File: src/rtl/fi_pkg.sv
package fi_pkg;
    typedef enum logic [1:0] {
        MDL_FLIP  = 2'b00,
        MDL_SET   = 2'b01,
        MDL_CLR   = 2'b10,
        MDL_STUCK = 2'b11
    } fault_mdl_t;

    typedef enum logic [1:0] {
        ST_IDLE,
        ST_WAIT,
        ST_HOLD,
        ST_SPENT
    } fi_state_t;
endpackage

File: src/rtl/fi_cfg_regs.sv
module fi_cfg_regs
    import fi_pkg::*;
#(
    parameter int W     = 16,
    parameter int MW    = $clog2(W + 1),
    parameter int CNT_W = 32
) (
    input  logic             clk,
    input  logic             rst_n,
    input  logic             locked,
    input  logic             wr,
    input  logic [W-1:0]     mask_in,
    input  logic [MW-1:0]    mult_in,
    input  logic [CNT_W-1:0] cycle_in,
    input  logic [1:0]       model_in,
    input  logic             sval_in,
    input  logic             perm_in,
    output logic [W-1:0]     mask_q,
    output logic [CNT_W-1:0] cycle_q,
    output fault_mdl_t       model_q,
    output logic             sval_q,
    output logic             perm_q,
    output logic             err_q
);
    logic [MW-1:0] pop;
    logic          accept;
    logic          reject;

    always_comb begin
        pop = '0;
        for (int i = 0; i < W; i++) begin
            pop = pop + MW'(mask_in[i]);
        end
    end

    assign accept = wr && !locked && (pop <= mult_in);
    assign reject = wr && !locked && (pop > mult_in);

    always_ff @(posedge clk) begin
        if (!rst_n) begin
            mask_q  <= '0;
            cycle_q <= '0;
            model_q <= MDL_FLIP;
            sval_q  <= 1'b0;
            perm_q  <= 1'b0;
            err_q   <= 1'b0;
        end else if (accept) begin
            mask_q  <= mask_in;
            cycle_q <= cycle_in;
            model_q <= fault_mdl_t'(model_in);
            sval_q  <= sval_in;
            perm_q  <= perm_in;
            err_q   <= 1'b0;
        end else if (reject) begin
            err_q   <= 1'b1;
        end
    end

    AST_CFG_LOCKED: assert property (@(posedge clk) disable iff (!rst_n)
        locked |=> ($stable(mask_q) && $stable(cycle_q) && $stable(model_q)));

    AST_OVER_MULT_REJECT: assert property (@(posedge clk) disable iff (!rst_n)
        (wr && !locked && ($countones(mask_in) > int'(mult_in)))
            |=> (err_q && $stable(mask_q)));
endmodule

File: src/rtl/fi_seq.sv
module fi_seq
    import fi_pkg::*;
#(
    parameter int CNT_W = 32
) (
    input  logic             clk,
    input  logic             rst_n,
    input  logic             arm,
    input  logic             disarm,
    input  logic [CNT_W-1:0] target,
    input  logic             perm,
    output logic             fire,
    output logic             hold,
    output logic             busy,
    output logic             inj_done
);
    fi_state_t        st, st_nxt;
    logic [CNT_W-1:0] cnt;

    // state register and cycle counter
    always_ff @(posedge clk) begin
        if (!rst_n) begin
            st  <= ST_IDLE;
            cnt <= '0;
        end else begin
            st <= st_nxt;
            if (st == ST_IDLE) begin
                cnt <= '0;
            end else if (st == ST_WAIT && !fire) begin
                cnt <= cnt + 1'b1;
            end
        end
    end

    always_comb begin
        st_nxt = st;
        unique case (st)
            ST_IDLE:  if (arm && !disarm) st_nxt = ST_WAIT;
            ST_WAIT: begin
                if (disarm)    st_nxt = ST_IDLE;
                else if (fire) st_nxt = perm ? ST_HOLD : ST_SPENT;
            end
            ST_HOLD:  if (disarm) st_nxt = ST_IDLE;
            ST_SPENT: if (disarm) st_nxt = ST_IDLE;
            default:  st_nxt = ST_IDLE;
        endcase
    end

    // outputs
    assign fire = (st == ST_WAIT) && !disarm && (cnt == target);
    assign hold = (st == ST_HOLD) && !disarm;
    assign busy = (st != ST_IDLE);

    always_ff @(posedge clk) begin
        if (!rst_n) inj_done <= 1'b0;
        else        inj_done <= fire;
    end

    AST_DONE_PULSE: assert property (@(posedge clk) disable iff (!rst_n)
        inj_done |=> !inj_done);

    AST_SINGLE_STRIKE: assert property (@(posedge clk) disable iff (!rst_n)
        fire |=> (busy && !fire));

    AST_ABORT_IDLE: assert property (@(posedge clk) disable iff (!rst_n)
        (disarm && busy) |=> (!busy && !inj_done));
endmodule

File: src/rtl/fi_corrupt.sv
module fi_corrupt
    import fi_pkg::*;
#(
    parameter int W = 16
) (
    input  logic         clk,
    input  logic         rst_n,
    input  logic [W-1:0] d_in,
    input  logic [W-1:0] mask,
    input  fault_mdl_t   model,
    input  logic         sval,
    input  logic         fire,
    input  logic         hold,
    output logic [W-1:0] q
);
    logic [W-1:0] bad;
    logic [W-1:0] nxt;

    always_comb begin
        unique case (model)
            MDL_FLIP:  bad = ~q;
            MDL_SET:   bad = '1;
            MDL_CLR:   bad = '0;
            MDL_STUCK: bad = {W{sval}};
            default:   bad = ~q;
        endcase
        if (fire)      nxt = (d_in & ~mask) | (bad & mask);
        else if (hold) nxt = (d_in & ~mask) | (q & mask);
        else           nxt = d_in;
    end

    always_ff @(posedge clk) begin
        if (!rst_n) q <= '0;
        else        q <= nxt;
    end

    AST_PLAIN_CAPTURE: assert property (@(posedge clk) disable iff (!rst_n)
        (!fire && !hold) |=> (q == $past(d_in)));

    AST_FLIP_INVERTS: assert property (@(posedge clk) disable iff (!rst_n)
        (fire && model == MDL_FLIP) |=> ((q & mask) == (~$past(q) & mask)));

    AST_HOLD_KEEPS: assert property (@(posedge clk) disable iff (!rst_n)
        hold |=> ((q & mask) == ($past(q) & mask)));
endmodule

File: src/rtl/fault_inj_ctrl.sv
module fault_inj_ctrl
    import fi_pkg::*;
#(
    parameter int W     = 16,
    parameter int CNT_W = 32,
    localparam int MW   = $clog2(W + 1)
) (
    input  logic             clk,
    input  logic             rst_n,
    input  logic [W-1:0]     d_in,
    output logic [W-1:0]     q_out,
    input  logic             cfg_wr,
    input  logic [W-1:0]     cfg_mask,
    input  logic [MW-1:0]    cfg_mult,
    input  logic [CNT_W-1:0] cfg_cycle,
    input  logic [1:0]       cfg_model,
    input  logic             cfg_stuck_val,
    input  logic             cfg_permanent,
    input  logic             arm,
    input  logic             disarm,
    output logic             armed,
    output logic             cfg_err,
    output logic             inj_done
);
    logic [W-1:0]     mask_q;
    logic [CNT_W-1:0] cycle_q;
    fault_mdl_t       model_q;
    logic             sval_q;
    logic             perm_q;
    logic             fire;
    logic             hold;
    logic             busy;

    fi_cfg_regs #(.W(W), .MW(MW), .CNT_W(CNT_W)) u_cfg (
        .clk      (clk),
        .rst_n    (rst_n),
        .locked   (busy),
        .wr       (cfg_wr),
        .mask_in  (cfg_mask),
        .mult_in  (cfg_mult),
        .cycle_in (cfg_cycle),
        .model_in (cfg_model),
        .sval_in  (cfg_stuck_val),
        .perm_in  (cfg_permanent),
        .mask_q   (mask_q),
        .cycle_q  (cycle_q),
        .model_q  (model_q),
        .sval_q   (sval_q),
        .perm_q   (perm_q),
        .err_q    (cfg_err)
    );

    fi_seq #(.CNT_W(CNT_W)) u_seq (
        .clk      (clk),
        .rst_n    (rst_n),
        .arm      (arm),
        .disarm   (disarm),
        .target   (cycle_q),
        .perm     (perm_q),
        .fire     (fire),
        .hold     (hold),
        .busy     (busy),
        .inj_done (inj_done)
    );

    fi_corrupt #(.W(W)) u_dp (
        .clk   (clk),
        .rst_n (rst_n),
        .d_in  (d_in),
        .mask  (mask_q),
        .model (model_q),
        .sval  (sval_q),
        .fire  (fire),
        .hold  (hold),
        .q     (q_out)
    );

    assign armed = busy;

    AST_STRIKE_VISIBLE: assert property (@(posedge clk) disable iff (!rst_n)
        inj_done |-> armed);
endmodule

File: config.mk
export PLATFORM = sky130hd
export DESIGN_NAME = fault_inj_ctrl
export DESIGN_NICKNAME = d
export VERILOG_FILES = /design/src/rtl/fi_pkg.sv /design/src/rtl/fi_cfg_regs.sv /design/src/rtl/fi_seq.sv /design/src/rtl/fi_corrupt.sv /design/src/rtl/fault_inj_ctrl.sv
export SDC_FILE = /design/constraint.sdc
export NUM_CORES = 1
export LEC_CHECK = 0
export CAP_MARGIN = 10
export CORE_MARGIN = 4
export CORE_UTILIZATION = 58
export DETAILED_ROUTE_END_ITERATION = 16
export PLACE_DENSITY_LB_ADDON = 0.12
export SLEW_MARGIN = 5
export SYNTH_ARGS = -nofsm -noshare
export SYNTH_HDL_FRONTEND = slang
export SYNTH_SLANG_ARGS = --single-unit
File: constraint.sdc
create_clock -name clk -period 13.8 [get_ports clk]
set_clock_uncertainty 0.1 [all_clocks]
set_input_delay 2.76 -clock clk [delete_from_list [all_inputs] [get_ports clk]]
set_output_delay 2.76 -clock clk [all_outputs]
set_load 0.03 [all_outputs]
**Word-level counts from Yosys, hierarchy flattened**

Cells that the tools add are included.

- Bits in registers: 104

- Bitwise gates (word level): 8
- $add $sub $neg: 16
- Magnitude comparators: 2
- Reduce and logical (&&, ||, !) cells: 18
- Equality and inequality tests: 10
- Multiplexer cells: 9

Operators with widths:

| cell | count |
|---|---|
| 5-bit by 1-bit adder with 5-bit output | 14 |
| 16-bit one-hot mux with 4 select lines | 1 |
| 16-bit AND | 3 |
| 32-bit by 1-bit adder with 32-bit output (second input constant) | 1 |
| 32-bit equality test | 1 |
| 16-bit two-way mux | 2 |
| 16-bit inverter | 2 |
| 16-bit bitwise OR | 2 |
| 2-bit equality test (second input constant) | 4 |
| 1-bit logical AND | 8 |
| 2-bit two-way mux | 4 |
| 2-bit one-hot mux with 3 select lines | 1 |
| 2-bit OR reduction | 3 |
| 5-bit > comparator | 1 |
| 5-bit <= comparator | 1 |
| 2-bit by 1-bit equality test with 1-bit output (second input constant) | 2 |
| 2-bit zero test | 2 |
| 1-bit zero test | 3 |
| 3-bit by 2-bit != test with 1-bit output (second input constant) | 1 |
| 3-bit AND reduction | 1 |
| 1-bit by 1-bit adder with 2-bit output | 1 |
| 2-bit by 1-bit != test with 1-bit output (second input constant) | 1 |
| 2-bit != test (second input constant) | 1 |
| 2-bit nonzero test | 1 |
| other kinds (2) | 2 |

**Logic depth before layout (Yosys ltp)**

Gate-level depths: netlist (run 1).

- Depth after elaboration: 18
- Depth in mapped cells: 21
- Gate-level depth less buffers: 19

**Modules after synthesis**

A second synthesis (run 1) with hierarchy kept.

- Cells, all modules: 585
- Area total of the unflattened synthesis: 5474.0 µm²

By module, submodules not included:

| module | area an instance (µm²) | cells an instance | times used |
|---|---|---|---|
| fi_cfg_regs | 2192.1 | 185 | 1 |
| fi_seq | 2187.1 | 261 | 1 |
| fi_corrupt | 1094.8 | 139 | 1 |

**Worst setup path before layout (run 1)**

OpenSTA, ideal clock, no wires.

- Path type: in2reg
- From: input port cfg_mask[0]
- To: register u_cfg.cycle_q[0]
- Stages: 20
- Setup time: 0.070 ns
- Arrival: 7.430 ns
- Data required time: 13.630 ns
- Slack: 6.200 ns
- Buffers on the path: 2
- Cell sequence: ha_1 -> inv_1 -> fa_1 -> inv_1 -> fa_1 -> fa_1 -> inv_1 -> fa_1 -> fa_1 -> inv_1 -> fa_1 -> ha_1 -> nor2b_1 -> o21a_1 -> o21ai_0 -> a21o_1 -> clkbuf_1 -> clkbuf_1 -> nand3_1 -> a21oi_1

- Longest elaborated chain between the ends: 17

RTL lines:

| item | line | text |
|---|---|---|
| start, declared | fault_inj_ctrl.sv:13 | `input logic [W-1:0] cfg_mask,` |
| 1-bit by 1-bit adder with 2-bit output | fi_cfg_regs.sv:32 | `pop = pop + MW'(mask_in[i]);` |
| 5-bit by 1-bit adder with 5-bit output (14 in series) | fi_cfg_regs.sv:32 |  |
| 5-bit <= comparator | fi_cfg_regs.sv:36 | `assign accept = wr && !locked && (pop <= mult_in);` |
| 1-bit logical AND | fi_cfg_regs.sv:36 |  |
| end signal, assigned | fi_cfg_regs.sv:49 | `cycle_q <= cycle_in;` |
| end, declared | fi_cfg_regs.sv:19 | `output logic [CNT_W-1:0] cycle_q,` |

Every way passes these cells.
A chain may end at the register's enable or synchronous reset.

**Worst setup path after layout (run 1)**

- From: input port cfg_mask[1]
- To: register u_cfg.cycle_q[15]

Same word-level chain as after synthesis.

==> results of run 1 <==
worst register-to-register path: stages (launching register included):
cell	delay, ps
dfxtp_1	370
xnor2_1	300
nand4_1	210
or4_4	610
nor3_4	750
buf_4	450
o21ai_0	150
a21oi_1	190
cell type report:
| class | instances | area [µm²] | area share |
|---|---|---|---|
| repair buffers | 105 | 1030 | 0.151 |
| well taps | 129 | 161 | 0.0237 |
| clock buffers | 11 | 151 | 0.0222 |
| inverters | 29 | 109 | 0.0160 |
| clock inverters | 4 | 30.0 | 0.00441 |
| multi-input cells | 499 | 3250 | 0.477 |
| flip-flops and latches | 104 | 2080 | 0.306 |
kinds of logic (layout without fill, tap and decap cells):
family,count (synthesis),in the layout,share of synthesized area
AND/OR/NAND/NOR,203,203,0.190
XOR/XNOR,37,37,0.0583
adder cells (fa/ha/maj),21,21,0.0594
multiplexers,16,16,0.0317
buffers and inverters,81,149,0.0640
AO/OA/AOI/OAI,222,222,0.231
flip-flops,104,104,0.366
per-layer routing:
metal,vias to the layer above,routed length [µm]
met3,23,1100
met1,2665,5900
met2,206,8240
li1,2620,-
met4,0,260
met5,-,0
placed cells by master, fill, tap and decap left out, drive strengths merged, types with 3 or more instances in the layout:
cell / netlist / final
inv: 29 / 29
xnor2: 18 / 18
ha: 11 / 11
or3: 17 / 17
o211ai: 20 / 20
buf: 10 / 9
or4: 10 / 10
nor4: 7 / 7
nand4: 13 / 13
clkdlybuf4s50: 0 / 96
xor2: 19 / 19
nand3: 66 / 66
nor2: 10 / 10
o2111ai: 16 / 16
mux2: 16 / 16
and2: 3 / 3
o311ai: 5 / 5
a21oi: 92 / 92
clkinv: 0 / 3
o31ai: 7 / 7
o21ai: 69 / 69
nand2: 55 / 55
o21a: 3 / 3
clkbuf: 42 / 11
fa: 10 / 10
dfxtp: 104 / 104
nor2b: 3 / 3
and4: 6 / 6
and3: 7 / 7
final timing paths:
| path | startpoint | to | slack, ps | cells past startpoint |
|---|---|---|---|---|
| worst min-delay path | u_cfg.err_q | u_cfg.err_q | 380 | 2 |
| worst min register to register | u_cfg.err_q | u_cfg.err_q | 380 | 2 |
| worst max register to register | u_seq.cnt[8] | u_seq.cnt[14] | 10570 | 7 |
| worst max-delay path | cfg_mask[1] | u_cfg.cycle_q[15] | 5430 | 20 |
report_power, final:
part           leakage [µW]  switching [µW]  internal (µW)
logic               0.00150             196            123
clock network     0.0000914             106           74.9
registers          0.000850            28.7            333
stage by stage:
stage | instances | worst slack [ps] | utilization | hold slack, ps
floorplan | 684 | 6200 | - | 352
global placement | 865 | 5210 | 0.706 | 359
detailed placement | 866 | 5070 | 0.707 | 357
CTS | 881 | 5460 | 0.726 | 372
global route | 881 | 5160 | 0.727 | 391
finish | 881 | 5430 | 0.727 | 376
==> impl_metrics.toml, run 1 <==
[layout]
fin_area_um2 = 6810
fillerInstances = 777
nets = 847
syn_to_final_growth_pct = 19.8
diodes = 0
drive_above_1_share = 0.0678

[detailed_routing]
drtAntennaViolNets = 0
drtIter0Drc = 346
firstDrtPassIters = 5
vias = 5514
viasPerCell = 6.26
routed_wl_mm = 15.5
wire_per_inst_um = 17.6
drc = 0

[worst_setup_path]
cp_slowest_cell = "a21oi_2"
crit_type = "input port to flop"
cp.required_ps = 13990
cp_data_arrival_time_ps = 8560
max_stage_delay_ps = 710
start_kind = "input port"
cp_max_fo = 33
path_common_cell = "fa_1"
cp_cell_sequence = "clkdlybuf4s50_1 -> ha_1 -> inv_1 -> fa_1 -> inv_1 -> fa_1 -> fa_1 -> inv_1 -> fa_1 -> fa_1 -> inv_1 -> fa_1 -> ha_1 -> nor2b_1 -> o21a_1 -> o21ai_0 -> a21oi_2 -> buf_4 -> o21ai_0 -> a21oi_1"
endpoint_kind = "flop"
path_buf_inv = 6
cpLargestDelayFamily = "adder cells"

[global_route]
top_usage_layer = "met2"
grt.met2_usage = 0.494
grt_pass1_wl_mm = 25.2
grt_pass1_vias = 5336
grt_max_degree = 77
globalRouteOverflowTotal = 0
grt_use_total = 0.271
grtUsageMet3 = 0.0506
met1_usage = 0.321
antenna_found_initial = 0

[logic_synthesis]
yosysMostFrequentCell = "dfxtp_1"
netlist_top_cells_area = "dfxtp_1 37%, a21oi_1 8.1%, o21ai_0 6.0%, nand3_1 5.8%, nand2_1 3.6%"
synth_edf_count = 0
syn_area_um2 = 5690
async_flop_share = 0
ys_warn_count = 0
synth_top_area_share = 0.366
ys_top_cells_by_count = "104 x dfxtp_1, 92 x a21oi_1, 68 x o21ai_0, 66 x nand3_1, 55 x nand2_1"
syn_nets = 783
syn_area_per_cell_um2 = 8.32
yosysSeqAreaShare = 0.366
synth_ff_type = "dfxtp_1"
ys_ff_latch = 104
synthDistinctLibCells = 50
synthCells = 684
yosys.area.top_type = "dfxtp_1"

[min_path]
hold_class = "flop to flop"

[timing]
hold_violations = 0
max_slew.worst_pin.slew_ps = 985
fin_crit_sh = 0.606
finalSetupViolations = 0
fin_crit_ps = 8370
clock.fmax_mhz = 119
rsz0062_at_grt = "no"
tns_ps = 0
relSlewSlack = 0.342
slew_violations = 0

[cts]
htreeDepth = 3
cts_root_buf = "clkbuf_8"
cts_tree = "yes"
clock_path_buffers = 2
clock_sinks = 104
cts.clk_slew.worst_paths_ps = 100
clock_latency_ps = 380
post_cts_buffers = 0
cts-hold-fix-buffers = 0
ctsResizeCount = 0
cts_buffers = 9

[placement]
routabilityCongestion = 0.900
placed_cell_area_um2 = 6630
hpwlAfterDp_mm = 11.3
port_buffers = 96

[floorplan]
initial_utilization = 0.607
die_w_um = 107
die_h_um = 107
row_count = 35
core_um2 = 9370
pin_count = 97
dieArea_um2 = 11500

[pwr]
power_leakage_uw = 0.00245
powerDensity_nw_per_um2 = 126
peakVddDrop_mv = 0.0793
power_uw = 861

[status]
outcome = "completed"

[flow_run]
drv_cap = 0
No activity file was read; power rests on OpenSTA's default activity.
==> run 2: changes to the inputs <==
--- a/config.mk
+++ b/config.mk
@@ -7,7 +7,7 @@
 export LEC_CHECK = 0
 export CAP_MARGIN = 10
 export CORE_MARGIN = 4
-export CORE_UTILIZATION = 58
+export CORE_UTILIZATION = 54
 export DETAILED_ROUTE_END_ITERATION = 16
 export PLACE_DENSITY_LB_ADDON = 0.12
 export SLEW_MARGIN = 5
==> constraint.sdc (replaced) <==
create_clock -name clk -period 8.55 [get_ports clk]
set_clock_uncertainty 0.1 [all_clocks]
set_input_delay 1.71 -clock clk [delete_from_list [all_inputs] [get_ports clk]]
set_output_delay 1.71 -clock clk [all_outputs]
set_load 0.03 [all_outputs]
==> run 2 against run 1 <==
Worst setup slack lost 4100 ps; sequential share of layout area down 0.21 points; register-to-register slack got worse by 5100 ps; wire length shrank 1.2%; global-route usage is 2.2 points lower; final cell count up 1.0%; combinational power up 66%; worst hold slack worse by 6.9 ps; largest cell class unchanged.
==> impl_metrics.toml, run 2 (same netlist as run 1, synthesis figures left out) <==
[worst_setup_path]
crit_type = "input port to flop"
cp_max_fo = 31
cp.required_ps = 8760
start_kind = "input port"
cp_data_arrival_time_ps = 7430
r2r_cells = 7
endpoint_kind = "flop"

[timing]
fin_crit_ps = 7220
hold_violations = 0
clock.fmax_mhz = 138
rsz0062_at_grt = "no"
fin_crit_sh = 0.845
max_slew.worst_pin.slew_ps = 981
relSlewSlack = 0.344
tns_ps = 0
finalSetupViolations = 0
slew_violations = 0

[flow_run]
drv_cap = 0

[layout]
nets = 848
layout_commonest_cell = "dfxtp_1"
fin_area_um2 = 6860
syn_to_final_growth_pct = 20.6
final_cell_mix = "104 x dfxtp_1, 96 x clkdlybuf4s50_1, 91 x a21oi_1, 68 x o21ai_0, 66 x nand3_1"
drive_above_1_share = 0.0703
fillerInstances = 908
final-seq-area_um2 = 2080
final_cells = 890
diodes = 0
multiInputGateArea_um2 = 3250

[floorplan]
pin_count = 97
die_h_um = 111
core_um2 = 10300
dieArea_um2 = 12200
row_count = 37
initial_utilization = 0.553
die_w_um = 111

[cts]
cts_buffers = 9
cts-hold-fix-buffers = 0
htreeDepth = 3
clock_sinks = 104
cts_root_buf = "clkbuf_8"
ctsResizeCount = 0
cts.clk_slew.worst_paths_ps = 100
post_cts_buffers = 0
cts_tree = "yes"
clock_latency_ps = 390
clock_path_buffers = 2

[placement]
placed_cell_area_um2 = 6660
hpwlAfterDp_mm = 11.0
routabilityCongestion = 0.815
port_buffers = 96
placed_cells = 874

[detailed_routing]
routed_wl_mm = 15.3
drtAntennaViolNets = 0
drtIter0Drc = 398
firstDrtPassIters = 4
viasPerCell = 6.05
drc = 0
vias = 5387
wire_per_inst_um = 17.2

[min_path]
hold_class = "flop to flop"
holdPathStages = 2

[global_route]
grt_pass1_wl_mm = 25.5
grt_use_total = 0.249
globalRouteOverflowTotal = 0
antenna_found_initial = 0
grt_pass1_vias = 5337
grt_max_degree = 77

[status]
outcome = "completed"

[pwr]
peakVddDrop_mv = 0.131
powerDensity_nw_per_um2 = 209
power_leakage_uw = 0.00246
## run 2: changes by cell type in the layout (fill, tap and decap cells not counted), sizes merged
cell / before / now
clkinvlp: 1 / 2
buf: 9 / 10
inv: 29 / 32
clkbuf: 11 / 9
bufinv: 0 / 1
clkinv: 3 / 1
## run 2: path summary, 6_finish.rpt
kind                   end          from  slack (ps)
max reg2reg  u_seq.cnt[22]  u_seq.cnt[8]        5430
max           u_cfg.sval_q   cfg_mask[1]        1330
min            u_cfg.err_q   u_cfg.err_q         370
min reg2reg    u_cfg.err_q   u_cfg.err_q         370
## run 2: worst max-delay path: stages
cell and delay, ps:
clkdlybuf4s50_1 450, ha_1 300, inv_1 50, fa_1 480
inv_1 50, fa_1 470, fa_1 510, inv_1 50
fa_1 440, fa_1 360, inv_1 100, fa_1 430
ha_1 300, nor2b_1 130, o21a_1 160, o21ai_0 270
a21o_1 630, buf_12 260, nand3_1 100, a21oi_1 170
## run 2: through the flow
stage	hold WS (ps)	power, µW	setup slack, ps	utilization
after floorplan	352	950	2000	-
after global placement	354	1100	1090	0.648
after detailed placement	356	1120	950	0.648
after CTS	370	1440	1360	0.667
after global routing	402	1530	1080	0.667
final	369	1440	1330	0.667
## run 2: cell type report
class,instances,area share
Timing Repair Buffer,106,0.153
Inverter,29,0.0159
Multi-Input combinational cell,499,0.473
Clock inverter,7,0.0115
Tap cell,136,0.0248
Clock buffer,9,0.0181
Sequential cell,104,0.304
## run 2: power by group
part	switching [µW]	internal (µW)	total (µW)
Sequential	44.0	538	582
Clock	185	139	324
Combinational	316	213	529
## run 2: metal layers
layer  track usage  vias to the layer above  routed length [µm]
met4        0.0878                        0                 389
li1              -                     2633                   -
met5             0                        -                   0
met3        0.0537                       33                 889
met1         0.303                     2561                6370
met2         0.433                      160                7660
